File: src/rtl/alu_pkg.sv
package alu_pkg;
   typedef enum logic [4:0] {
      OP_AND   = 5'd0,
      OP_OR    = 5'd1,
      OP_ANDI  = 5'd2,
      OP_ORI   = 5'd3,
      OP_SLL   = 5'd4,
      OP_SRL   = 5'd5,
      OP_SRA   = 5'd6,
      OP_ADD   = 5'd7,
      OP_ADDU  = 5'd8,
      OP_SUB   = 5'd9,
      OP_SUBU  = 5'd10,
      OP_ADDI  = 5'd11,
      OP_ADDIU = 5'd12,
      OP_SLT   = 5'd13,
      OP_SLTU  = 5'd14,
      OP_LUI   = 5'd15,
      OP_SLTI  = 5'd16,
      OP_SLTIU = 5'd17
   } alu_op_e;

   typedef enum logic [1:0] {
      SH_LEFT  = 2'd0,
      SH_RLOG  = 2'd1,
      SH_RARITH = 2'd2
   } shift_mode_e;
endpackage

File: src/rtl/alu_logic_unit.sv
module alu_logic_unit #(
   parameter int XLEN = 32
) (
   input  logic [XLEN-1:0] a,
   input  logic [XLEN-1:0] b,
   input  logic            use_or,
   output logic [XLEN-1:0] y
);
   initial begin
      assert (XLEN >= 2) else $error("alu_logic_unit: XLEN too small");
   end

   genvar i;
   generate
      for (i = 0; i < XLEN; i++) begin : g_bit
         assign y[i] = use_or ? (a[i] | b[i]) : (a[i] & b[i]);
      end
   endgenerate

   always_comb begin
      if (!use_or) begin
         AST_AND_SUBSET: assert ((y & ~a) == '0 && (y & ~b) == '0);
      end else begin
         AST_OR_SUPERSET: assert ((y & a) == a && (y & b) == b);
      end
   end
endmodule

File: src/rtl/alu_shift_unit.sv
module alu_shift_unit
   import alu_pkg::*;
#(
   parameter int XLEN    = 32,
   parameter bit BARREL  = 1'b1,
   localparam int SHW    = $clog2(XLEN)
) (
   input  logic [XLEN-1:0] a,
   input  logic [SHW-1:0]  amt,
   input  shift_mode_e     mode,
   output logic [XLEN-1:0] y
);
   initial begin
      assert ((1 << SHW) == XLEN) else $error("alu_shift_unit: XLEN must be a power of two");
   end

   logic fill;
   assign fill = (mode == SH_RARITH) & a[XLEN-1];

   generate
      if (BARREL) begin : g_barrel
         logic [XLEN-1:0] stage [0:SHW];
         assign stage[0] = a;
         for (genvar s = 0; s < SHW; s++) begin : g_stage
            localparam int D = 1 << s;
            logic [XLEN-1:0] moved;
            assign moved = (mode == SH_LEFT) ? {stage[s][XLEN-1-D:0], {D{1'b0}}}
                                             : {{D{fill}}, stage[s][XLEN-1:D]};
            assign stage[s+1] = amt[s] ? moved : stage[s];
         end
         assign y = stage[SHW];
      end else begin : g_plain
         always_comb begin
            unique case (mode)
               SH_LEFT:   y = a << amt;
               SH_RARITH: y = $unsigned($signed(a) >>> amt);
               default:   y = a >> amt;
            endcase
         end
      end
   endgenerate

   always_comb begin
      if (amt == '0) begin
         AST_ZERO_COUNT: assert (y == a);
      end else if (mode == SH_LEFT) begin
         AST_LEFT_LSB: assert (y[0] == 1'b0);
      end else if (mode == SH_RLOG) begin
         AST_RLOG_MSB: assert (y[XLEN-1] == 1'b0);
      end else begin
         AST_RARITH_MSB: assert (y[XLEN-1] == a[XLEN-1]);
      end
   end
endmodule

File: src/rtl/alu_addsub_unit.sv
module alu_addsub_unit #(
   parameter int XLEN = 32
) (
   input  logic [XLEN-1:0] a,
   input  logic [XLEN-1:0] b,
   input  logic            sub,
   output logic [XLEN-1:0] sum,
   output logic            sovf,
   output logic            cout
);
   logic [XLEN-1:0] b_eff;
   logic [XLEN:0]   wide;

   always_comb begin
      b_eff = sub ? ~b : b;
      wide  = {1'b0, a} + {1'b0, b_eff} + {{XLEN{1'b0}}, sub};
      sum   = wide[XLEN-1:0];
      cout  = wide[XLEN];
      sovf  = (a[XLEN-1] == b_eff[XLEN-1]) && (sum[XLEN-1] != a[XLEN-1]);
   end

   logic [XLEN:0] sext_ref;
   always_comb begin
      sext_ref = sub ? ({a[XLEN-1], a} - {b[XLEN-1], b})
                     : ({a[XLEN-1], a} + {b[XLEN-1], b});
      AST_SIGNED_OVF: assert (sovf == (sext_ref[XLEN] != sext_ref[XLEN-1]));
      AST_WRAP_SUM: assert (sum == sext_ref[XLEN-1:0]);
   end
endmodule

File: src/rtl/alu_exec_unit.sv
module alu_exec_unit
   import alu_pkg::*;
#(
   parameter int XLEN   = 32,
   parameter int IMMW   = 16,
   parameter bit BARREL = 1'b1,
   localparam int SHW   = $clog2(XLEN),
   localparam int OPW   = 5,
   localparam int PADW  = XLEN - IMMW
) (
   input  logic [OPW-1:0]  op_sel,
   input  logic [XLEN-1:0] src_a,
   input  logic [XLEN-1:0] src_b,
   input  logic [IMMW-1:0] imm,
   input  logic [SHW-1:0]  shamt,
   output logic [XLEN-1:0] result,
   output logic            ovf
);
   initial begin
      assert (IMMW < XLEN) else $error("alu_exec_unit: immediate wider than word");
      assert (XLEN >= 8) else $error("alu_exec_unit: XLEN too small");
   end

   logic [XLEN-1:0] imm_sx, imm_zx, imm_up;
   assign imm_sx = {{PADW{imm[IMMW-1]}}, imm};
   assign imm_zx = {{PADW{1'b0}}, imm};
   assign imm_up = {imm, {PADW{1'b0}}};

   logic [XLEN-1:0] log_b, add_b;
   logic            log_or, add_sub;
   shift_mode_e     sh_mode;

   always_comb begin
      log_b   = src_b;
      log_or  = 1'b0;
      add_b   = src_b;
      add_sub = 1'b0;
      sh_mode = SH_LEFT;
      case (op_sel)
         OP_OR:    log_or = 1'b1;
         OP_ANDI:  log_b = imm_zx;
         OP_ORI:   begin log_b = imm_zx; log_or = 1'b1; end
         OP_SRL:   sh_mode = SH_RLOG;
         OP_SRA:   sh_mode = SH_RARITH;
         OP_SUB, OP_SUBU, OP_SLT, OP_SLTU: add_sub = 1'b1;
         OP_ADDI, OP_ADDIU: add_b = imm_sx;
         OP_SLTI, OP_SLTIU: begin add_b = imm_sx; add_sub = 1'b1; end
         default: ;
      endcase
   end

   logic [XLEN-1:0] log_y, sh_y, sum;
   logic            sovf, cout;

   alu_logic_unit #(.XLEN(XLEN)) u_logic (
      .a(src_a), .b(log_b), .use_or(log_or), .y(log_y)
   );

   alu_shift_unit #(.XLEN(XLEN), .BARREL(BARREL)) u_shift (
      .a(src_a), .amt(shamt), .mode(sh_mode), .y(sh_y)
   );

   alu_addsub_unit #(.XLEN(XLEN)) u_addsub (
      .a(src_a), .b(add_b), .sub(add_sub), .sum(sum), .sovf(sovf), .cout(cout)
   );

   logic lt_signed, lt_unsigned;
   assign lt_signed   = sum[XLEN-1] ^ sovf;
   assign lt_unsigned = ~cout;

   always_comb begin
      result = '0;
      ovf    = 1'b0;
      case (op_sel)
         OP_AND, OP_OR, OP_ANDI, OP_ORI: result = log_y;
         OP_SLL, OP_SRL, OP_SRA:         result = sh_y;
         OP_ADD, OP_SUB, OP_ADDI:        begin result = sum; ovf = sovf; end
         OP_ADDU, OP_SUBU, OP_ADDIU:     result = sum;
         OP_SLT, OP_SLTI:                result = {{(XLEN-1){1'b0}}, lt_signed};
         OP_SLTU, OP_SLTIU:              result = {{(XLEN-1){1'b0}}, lt_unsigned};
         OP_LUI:                         result = imm_up;
         default: ;
      endcase
   end

   always_comb begin
      if (op_sel > OPW'(OP_SLTIU)) begin
         AST_UNDEF_ZERO: assert (result == '0 && !ovf);
      end
      if (op_sel == OPW'(OP_ADDU) || op_sel == OPW'(OP_SUBU) || op_sel == OPW'(OP_ADDIU)) begin
         AST_NO_OVERFLOW: assert (!ovf);
      end
      if (op_sel == OPW'(OP_SLT) || op_sel == OPW'(OP_SLTU) ||
          op_sel == OPW'(OP_SLTI) || op_sel == OPW'(OP_SLTIU)) begin
         AST_SLT_BOOL: assert (result[XLEN-1:1] == '0 && !ovf);
      end
      if (op_sel == OPW'(OP_LUI)) begin
         AST_LUI_LOW: assert (result[PADW-1:0] == '0 && result[XLEN-1:PADW] == imm);
      end
      if (op_sel == OPW'(OP_ANDI)) begin
         AST_ANDI_UPPER: assert (result[XLEN-1:IMMW] == '0);
      end
   end
endmodule

File: config.mk
export PLATFORM = sky130hd
export DESIGN_NAME = alu_exec_unit
export DESIGN_NICKNAME = d
export VERILOG_FILES = /design/src/rtl/alu_pkg.sv /design/src/rtl/alu_logic_unit.sv /design/src/rtl/alu_shift_unit.sv /design/src/rtl/alu_addsub_unit.sv /design/src/rtl/alu_exec_unit.sv
export SDC_FILE = /design/constraint.sdc
export NUM_CORES = 1
export LEC_CHECK = 0
export BUFFER_PORTS_ARGS = -buffer_cell sky130_fd_sc_hd__buf_2
export CORE_UTILIZATION = 55
export DETAILED_ROUTE_END_ITERATION = 12
export GPL_TIMING_DRIVEN = 0
export PLACE_DENSITY = 0.81
export REMOVE_ABC_BUFFERS = 1
export SLEW_MARGIN = 20
export SYNTH_ARGS = -nofsm -noshare
export SYNTH_HDL_FRONTEND = slang
export SYNTH_SLANG_ARGS = --single-unit
File: constraint.sdc
create_clock -name vclk -period 6
set_input_delay 1.2 -clock vclk [all_inputs]
set_output_delay 1.2 -clock vclk [all_outputs]
set_load 0.03 [all_outputs]
* After elaboration in Yosys (flattened, before gate mapping) *
Index checks and enable logic that the tools add are counted.

word-level totals
  register bits = 0
  bits of input ports = 90
  output and inout bits = 33

operators by class
  $add $sub $neg = 2
  eq/ne operators = 20
  muxes and demuxes = 50
  bitwise logic cells = 68
  reduce and logical (&&, ||, !) cells = 13

operator list
  cell                                                             number
  32-bit 2-to-1 mux                                                13
  32-bit one-hot mux with 6 select lines                           1
  5-bit by 4-bit == test with 1-bit output, second input constant  8
  1-bit 2-to-1 mux                                                 35
  32-bit by 32-bit adder with 33-bit output                        1
  33-bit by 1-bit adder with 33-bit output                         1
  1-bit AND                                                        33
  32-bit NOT                                                       1
  1-bit bitwise OR                                                 32
  5-bit by 3-bit == test with 1-bit output, second input constant  4
  6-bit OR reduction                                               2
  5-bit by 2-bit == test with 1-bit output, second input constant  2
  5-bit == test, second input constant                             2
  2-bit OR reduction                                               4
  4-bit OR reduction                                               2
  3-bit OR reduction                                               2
  5-bit by 1-bit == test with 1-bit output, second input constant  1
  5-bit logical NOT                                                1
  2-bit one-hot mux with 2 select lines                            1
  2-bit == test, second input constant                             1
  2-bit logical NOT                                                1
  1-bit == test                                                    1
  1-bit logical AND                                                1
  1-bit inequality test                                            1
  other kinds (2)                                                  2

* Logic depth before layout (Yosys ltp) *
Gate-level depths: netlist (run 1).

  word-level depth = 15
  gate-level depth with buffers = 20

* By module *
From an unflattened synthesis (run 1), not the netlist that was laid out.

unflattened totals
  cell total of the unflattened synthesis = 1239
  area, all modules = 8470.6 um^2

by module, submodules not included
  module           times used  cells an instance  area an instance (um^2)  seq. area each (um^2)
  alu_shift_unit   1           709                4575.6                   0.0
  alu_addsub_unit  1           275                1984.4                   0.0
  alu_exec_unit    1           220                1519.0                   0.0
  alu_logic_unit   1           35                 391.6                    0.0

* Worst setup path before layout (run 1) *
Ideal clock, no wire load.

  path type = input -> output
  start point = input op_sel[0]
  end point = output result[30]
  data arrival time = 5470 ps
  setup slack = -670 ps
  stages on the path = 16
  buffers on the path = 2
  cells stage by stage = xnor2_2 -> nor2_1 -> nor2_1 -> inv_2 -> buf_1 -> xnor2_1 -> ha_1 -> clkbuf_1 -> and2_1 -> a2111o_1 -> a221o_1 -> a31oi_1 -> o21ai_1 -> a41oi_1 -> xnor2_1 -> o221ai_1

on the way
  cells in the longest elaborated chain, start to end = 14
  elaborated cells between the ends (all ways) = 53
  those cells by class = 2 x add/sub; 18 x eq/ne; 18 x mux; 4 x bitwise; 11 x reduce/logical

RTL lines
  what                                                                                RTL line             source
  start, declared                                                                     alu_exec_unit.sv:11  input logic [OPW-1:0] op_sel,
  branches (longest 13 deep; another with 32-bit by 32-bit adder with 33-bit output)  -
  32-bit one-hot mux with 6 select lines (*)                                          alu_exec_unit.sv:74  case (op_sel)
  end, declared                                                                       alu_exec_unit.sv:16  output logic [XLEN-1:0] result,

Every way passes the cells marked *.

* Worst setup path in the final report (run 1) *
  start point = input op_sel[1]
  end point = output result[0]

on the way
  cells in the longest elaborated chain, start to end = 14
  elaborated cells between the ends (all ways) = 56
  those cells by class = 2 x add/sub; 19 x eq/ne; 18 x mux; 5 x bitwise; 12 x reduce/logical

RTL lines
  what                                                                                RTL line
  branches (longest 13 deep; another with 32-bit by 32-bit adder with 33-bit output)  -
  32-bit one-hot mux with 6 select lines (*)                                          alu_exec_unit.sv:74

Marked as above.

==> results of run 1 <==
==> cells by family (layout without fill, tap and decap cells) <==
kind of cell | count (synthesis) | in the layout | share of synthesized area [%]
compound gates | 460 | 460 | 40.4
xor+xnor | 56 | 58 | 6.51
fa+ha+maj | 64 | 64 | 9.41
buf+inv | 133 | 207 | 7.04
mux | 77 | 77 | 13.1
other cells | 0 | 1 | 0
simple gates | 385 | 386 | 23.6
==> power breakdown <==
part	total, uW	switching, uW	internal, uW
logic	1360	826	532
clock network	0.0000102	0	0.0000102
registers	0	0	0
==> cell type report <==
| class | count | area (sq um) | area share (%) |
|---|---|---|---|
| Multi-Input combinational cell | 1045 | 7730 | 81.6 |
| Timing Repair Buffer | 186 | 1440 | 15.2 |
| Tap cell | 180 | 225 | 2.38 |
| Antenna cell | 1 | 2.50 | 0.0264 |
| Inverter | 21 | 81.3 | 0.858 |
==> worst max-delay path by stage <==
| stage | cells past startpoint | to | slack (ns) |
|---|---|---|---|
| after CTS | 18 | result[20] | -0.22 |
| final | 20 | result[0] | -0.44 |
| after global routing | 20 | result[0] | -0.50 |
| after floorplan | 15 | result[30] | -1.53 |
| after global placement | 17 | result[30] | -4.08 |
| after detailed placement | 18 | result[30] | -1.99 |
==> per-layer routing <==
layer  track usage (%)  up-vias  wire length [um]
li1                  -     4680                 -
met1              63.5     4989             14000
met2              73.8     1010             15800
met3              10.4      254              5600
met4              25.8        0              2970
met5                 0        -                 0
==> Yosys cell counts (all sizes together), types with 25 or more instances <==
| library cell | number |
|---|---|
| a21oi | 118 |
| nand2 | 102 |
| maj3 | 31 |
| nand3 | 50 |
| ha | 32 |
| clkbuf | 74 |
| buf | 38 |
| mux2i | 35 |
| nor2b | 26 |
| xnor2 | 32 |
| mux2 | 25 |
| o21ai | 96 |
| nor2 | 112 |
==> through the flow <==
stage	util [%]	total power, uW
after global routing	68.5	1410
after floorplan	-	721
after global placement	58.9	1050
after CTS	65.8	1200
after detailed placement	60.5	1070
final	68.5	1360
==> what timing repair did <==
| item | in CTS | in global routing |
|---|---|---|
| hold buffers | 0 | 0 |
| resized for setup | 95 | 56 |
| pin swaps | 49 | 44 |
| buffers inserted | 31 | 22 |
| cloned | 6 | 1 |
| endpoints found under the setup margin | 33 | 29 |
==> flow_summary.ini, run 1 <==
[worst_hold_path]
holdPathEnd = result[16]
hold_class = in -> out
whs_path_depth = 4
hold_start = imm[0]

[routing]
routed_via_density = 7.63
drt_iter0_drc = 1909
drc = 0
drtAntennaViolNets = 0
wl_per_cell_um = 26.7
dr.pass1.iters = 6
route.vias.total = 10900
drt-total-wl_um = 38300

[power]
pwr_density_cell_mw_per_mm2 = 143
peakVddDrop_v = 0.000115
power.leakage_uw = 0.00369

[grt]
antenna_found_initial = 1
grt_start_max_net_pins = 80
grt_pass1_vias = 9366
track_usage_pct = 48.4
overflow = 0
grt_pass1_wl_um = 54700

[critical_path]
crit_start = op_sel[1]
cpPeakStageDelay_ns = 0.44
crit_chain = buf_16, or3b_4, a21oi_4, nor2_4, buf_12, buf_4, mux2i_2, xor2_1, inv_1, fa_2, nor2b_4, o311a_1, o21ai_2, a21oi_4, a31oi_4, o21ai_2, a41oi_2, o211a_1, or4_4, buf_6
crit_type = in -> out
cp_top_family = compound AO/OA/AOI/OAI gates
crit_path_max_fanout = 4
cp_data_required_time_ns = 4.80
worstPathArrival_ns = 5.24
slowest_stage = or4_4
cp-end-kind = output port
critPathLaunchType = input port
path_buf_inv = 5

[timing]
rsz0062_at_grt = yes
timing.hold.ws_ns = 2.86
report.final.slew_viol_count = 0
tns_ns = -5.15
timing.final.crit_share_pct = 107
fmax_ghz = 0.155
final.setup.worst_slack_ns = -0.442
setup_violations = 29
fin_crit_ns = 6.44
max-slew-margin-rel_pct = 26.7
hold_viol_final = 0
worst_pin_slew_ns = 1.10

[die]
die_h_um = 121
core_area_sq_mm = 0.0138
start_util_pct = 56.2
ios = 123
rows = 43
dieArea_sq_mm = 0.0146
die_w_um = 121

[place]
placed_area_sq_mm = 0.00836
port_buffers = 123
gp_congestion = 1.02
placedCellCount = 1376
dp_worst_setup_slack_ns = -1.99
hpwlAfterDp_um = 25800

[final_layout]
fin_cells = 1433
drive_gt1_share_pct = 26.4
num-fill-cells = 1210
ff_latch_area_sq_um = 0
num-nets-final = 1377
fin_area_sq_mm = 0.00948
numSequentialCells = 0
layout_commonest_cell = nor2_1
areaGrowthSynthToFinish_pct = 22.0
final_cell_mix = 106 x nor2_1, 105 x a21oi_1, 100 x nand2_1
n_clock_buffer = 0

[synth]
synth_area_leader_cell = a21oi_1
syn_avg_cell_area_sq_um = 6.61
ys_types = 92
ys_top_cells_by_area = a21oi_1 7.4%, o21ai_0 5.7%, nor2_1 5.4%, ha_1 5.2%, nand2_1 4.9%
synth_warnings = 0
yosysSeqAreaShare_pct = 0
synth_top_area_share_pct = 7.41
syn_inst = 1175
syn_area_sq_mm = 0.00777

[outcome]
violations = negative setup slack
status = finished, violations left

[run]
maxCapViolations = 0
No activity file was read; power rests on OpenSTA's default activity.
==> run 2: changes to the inputs <==
Settings changed: ABC_AREA set to 1, PLACE_DENSITY 0.81 to 0.82.
==> run 2 against run 1 <==
Effect of this change:
- the run still ends with negative setup slack left
- worst setup slack gained 0.44 ns
- power shrank 18%
- hold slack gained 0.047 ns
- critical path depth shrank 9
- highest routed layer unchanged
==> flow_summary.ini, run 2 <==
[outcome]
status = finished, violations left
violations = negative setup slack

[power]
power.internal_uw = 370
power.total_uw = 1120
power.leakage_uw = 0.00422
pwr_density_cell_mw_per_mm2 = 137
switching_share_pct = 66.9
pwr-share-seq_pct = 0
power_frac_clock_pct = 0
peakVddDrop_v = 0.000100
p_sw_uw = 749
combPwrFrac_pct = 100.0

[die]
core_area_sq_mm = 0.0126
dieArea_sq_mm = 0.0133
rows = 41
ios = 123
start_util_pct = 56.3
die_h_um = 115
die_w_um = 115

[synth]
yosysSeqAreaShare_pct = 0
synth_most_common_cell = nand2_1
ys_top_cells_by_area = nand2_1 24%, nand3_1 19%, inv_1 7.6%, a21oi_1 7.4%, ha_1 5.7%
synth_area_leader_cell = nand2_1
ys_types = 48
synth_warnings = 0
syn_avg_cell_area_sq_um = 4.93
syn_area_sq_mm = 0.00708
ys_top_cells_by_count = 445 x nand2_1, 275 x nand3_1, 143 x inv_1, 104 x a21oi_1, 80 x o21ai_0
synth_top_area_share_pct = 23.6
syn_inst = 1436

[timing]
fin_crit_ns = 6.00
final.setup.worst_slack_ns = -0.00164
report.final.slew_viol_count = 0
max-slew-margin-rel_pct = 27.0
tns_ns = -0.00164
worst_pin_slew_ns = 1.09
hold_viol_final = 0
setup_violations = 1
fmax_ghz = 0.167
timing.final.crit_share_pct = 100

[final_layout]
numSequentialCells = 0
n_clock_buffer = 0
drive_gt1_share_pct = 15.5
final_cell_mix = 432 x nand2_1, 268 x nand3_1, 139 x inv_1
ff_latch_area_sq_um = 0
final_util_pct = 64.9
areaGrowthSynthToFinish_pct = 15.3
n_antenna_cell = 0
layout_commonest_cell = nand2_1
num-nets-final = 1641

[place]
gp_congestion = 1.07
hpwlAfterDp_um = 24700
port_buffers = 123

[worst_hold_path]
whs_path_depth = 4
hold_class = in -> out

[grt]
grt_pass1_wl_um = 49100
grt_pass1_vias = 9232
track_usage_pct = 47.5
antenna_found_initial = 0
grt_start_max_net_pins = 75
overflow = 0

[critical_path]
worstPathArrival_ns = 4.80
crit_type = in -> out
crit_start = op_sel[3]
endpoint = result[6]
crit_path_max_fanout = 22
cp_data_required_time_ns = 4.80
critPathLaunchType = input port
cp-end-kind = output port

[cts]
cts-hold-fix-buffers = 0

[routing]
drt_iter0_drc = 2302
drc = 0
wl_per_cell_um = 20.0
routed_via_density = 6.59
route.vias.total = 11100
dr.pass1.iters = 7
drt-total-wl_um = 33800
drtAntennaViolNets = 0

[run]
maxCapViolations = 0
[run 2: cell count changes after synthesis, moves of 15 or more]
cell and change:
nand2_1 +343, nand3_1 +225, inv_1 +125, clkbuf_1 -45, mux2i_1 -35, nor2_1 -34
maj3_1 -31, nor2b_1 -26, a311oi_1 -24, mux2_2 -24, mux4_2 -17, nor3_1 -16
o21ai_1 +16, a21o_1 -15
[run 2: final cells by class]
class	count	area, sq um
tap	172	215
fill	1346	4410
inverter	150	579
timing repair buffer	154	1010
multi-input combinational	1212	6360
[run 2: logic make-up after synthesis]
logic type | count (synthesis) | share of synthesized area [%]
fa+ha+maj | 33 | 5.94
compound gates | 291 | 23.5
xor+xnor | 36 | 4.45
simple gates | 849 | 52.6
buf+inv | 227 | 13.5
[run 2: worst min path at each step]
stage            endpoint      start  slack [ns]
6_report        result[3]   src_a[3]        2.90
4_1_cts        result[27]  src_a[27]        2.89
5_1_grt        result[16]     imm[0]        2.92
3_5_place_dp   result[31]    imm[15]        2.86
3_3_place_gp   result[31]    imm[15]        2.87
2_1_floorplan         ovf  src_a[31]        2.60
[run 2: worst max-delay path, cell delays in order]
cell     delay, ns
buf_4         0.17
nor2_4        0.11
nand2_1       0.45
nor2_1        0.95
inv_1         0.70
o22ai_1       0.31
a21oi_1       0.07
o22ai_1       0.43
inv_1         0.11
nand2_1       0.08
buf_2         0.20
[run 2: power groups by stage]
stage | clock network, uW | logic [uW] | registers, uW
after global placement | 0 | 948 | 0
after global routing | 0 | 1200 | 0
after detailed placement | 0 | 963 | 0
after CTS | 0 | 994 | 0
final | 0 | 1120 | 0
after floorplan | 0 | 676 | 0
[run 2: metal layers]
layer,track usage [%],routed length (um),vias to the layer above
met5,0,0,-
met4,26.1,2740,0
met3,11.6,5090,215
met2,72.6,13900,887
met1,61.2,12000,4983
li1,-,-,5038
[run 2: stage by stage]
step	area [sq um]	worst slack (ns)	cells	hold WS (ns)
global placement	7520	-2.25	1654	2.87
detailed placement	7590	-1.02	1658	2.86
global route	8160	-0.111	1688	2.92
CTS	7800	0.0229	1667	2.89
finish	8160	-0.00164	1688	2.90
floorplan	6690	-0.0979	1359	2.60
[run 2: repair_timing]
action	in CTS	in global routing
resized for setup	25	62
cloned	2	3
setup endpoints to repair	33	33
buffers inserted	7	18
pin swaps	5	21
==> run 3: changes to the inputs <==
Settings changed: CAP_MARGIN set to 10, CORE_UTILIZATION 55 to 40, PLACE_DENSITY 0.82 to unset.
Clock period 6 ns to 7.7 ns, I/O delays scaled along.
==> run 3 against run 2 <==
Effect of this change:
- the run now ends clean
- via count shrank 7.7%
- worst setup slack gained 0.31 ns
- global-route usage shrank 12 points
- die area grew 37%
- first-iteration DRC count shrank 53%
- sequential share of layout area is the same
==> flow_summary.ini, run 3 (synthesized netlist as in run 2, its figures left out) <==
[grt]
grt_start_max_net_pins = 75
grt_pass1_vias = 8825
grt_pass1_wl_um = 49600
overflow = 0
antenna_found_initial = 1
track_usage_pct = 35.2

[final_layout]
final_cell_mix = 445 x nand2_1, 274 x nand3_1, 142 x inv_1
num-nets-final = 1611
fin_cells = 1712
numSequentialCells = 0
areaGrowthSynthToFinish_pct = 8.34
final_util_pct = 44.4
ff_latch_area_sq_um = 0
drive_gt1_share_pct = 10.4
num-fill-cells = 2060
n_clock_buffer = 0
layout_commonest_cell = nand2_1

[place]
port_buffers = 123
gp_congestion = 1.04
hpwlAfterDp_um = 26400
placedCellCount = 1710

[routing]
dr.pass1.iters = 5
routed_via_density = 6.00
drt_iter0_drc = 1089
wl_per_cell_um = 19.1
drt-total-wl_um = 32800
drc = 0
drtAntennaViolNets = 0
route.vias.total = 10300

[die]
die_h_um = 135
dieArea_sq_mm = 0.0182
rows = 48
start_util_pct = 40.9
die_w_um = 135
ios = 123
core_area_sq_mm = 0.0173

[outcome]
status = completed

[timing]
hold_viol_final = 0
fmax_ghz = 0.135
tns_ns = 0
timing.final.crit_share_pct = 96.0
fin_crit_ns = 7.39
timing.hold.ws_ns = 3.56
report.final.slew_viol_count = 0
rsz0062_at_grt = no
setup_violations = 0
max-slew-margin-rel_pct = 26.7
worst_pin_slew_ns = 1.10

[critical_path]
worstPathArrival_ns = 5.85
cp-end-kind = output port
crit_type = in -> out
crit_path_max_fanout = 40
cp_data_required_time_ns = 6.16
critPathLaunchType = input port

[run]
maxCapViolations = 0

[power]
pwr_density_cell_mw_per_mm2 = 102
power.leakage_uw = 0.00402
peakVddDrop_v = 0.0000561

[worst_hold_path]
hold_class = in -> out
run 3: worst paths after layout:
path / cells after the start / endpoint / from
setup / recovery: 19 / result[14] / op_sel[1]
hold / removal: 4 / result[31] / imm[15]
run 3: timing repair:
action / 4_1_cts / 5_1_grt
buffers inserted: 1 / 0
gates resized for setup: 0 / 1
setup endpoints to repair: 3 / 6
gates cloned: 0 / 0
hold buffers: 0 / 0
pin swaps: 1 / 0
run 3: where the power goes:
group          switching (uW)  internal (uW)
logic                     540            243
clock network               0     0.00000458
registers                   0              0
run 3: layout make-up:
| cell class | instances | area, sq um | share of cell area (%) |
|---|---|---|---|
| antenna | 1 | 2.50 | 0.0326 |
| inverter | 150 | 566 | 7.37 |
| multi-input combinational | 1209 | 6140 | 80.1 |
| tap | 225 | 282 | 3.67 |
| timing repair buffer | 127 | 681 | 8.87 |
run 3: critical path: stages:
cell	delay, ns
buf_2	0.28
inv_1	0.30
nand3_1	0.22
nand3_2	0.21
buf_12	0.24
o21ai_0	0.48
xnor2_1	0.19
ha_1	0.37
a21o_1	0.17
o21bai_2	0.23
nand3_1	0.09
nand2_1	0.13
a21boi_0	0.31
o21ai_1	0.20
o21ai_0	0.19
a21oi_1	0.09
nor2_1	0.25
nand2_1	0.13
buf_2	0.20
run 3: per-stage QoR:
| stage | worst slack [ns] | total power (uW) | cell area [sq um] |
|---|---|---|---|
| 2_1_floorplan | 0.922 | 527 | 6690 |
| 3_3_place_gp | -1.20 | 755 | 7590 |
| 3_5_place_dp | -0.0815 | 761 | 7660 |
| 4_1_cts | 0.329 | 765 | 7670 |
| 5_1_grt | 0.0688 | 861 | 7670 |
| 6_report | 0.312 | 784 | 7670 |
run 3: layer usage:
| metal | share of wire (%) | vias up | GRT usage (%) |
|---|---|---|---|
| met5 | 0 | - | 0 |
| met4 | 4.5 | 0 | 13.3 |
| met3 | 10 | 85 | 3.08 |
| met2 | 43 | 585 | 54.8 |
| met1 | 42 | 4645 | 49.8 |
| li1 | - | 4951 | - |
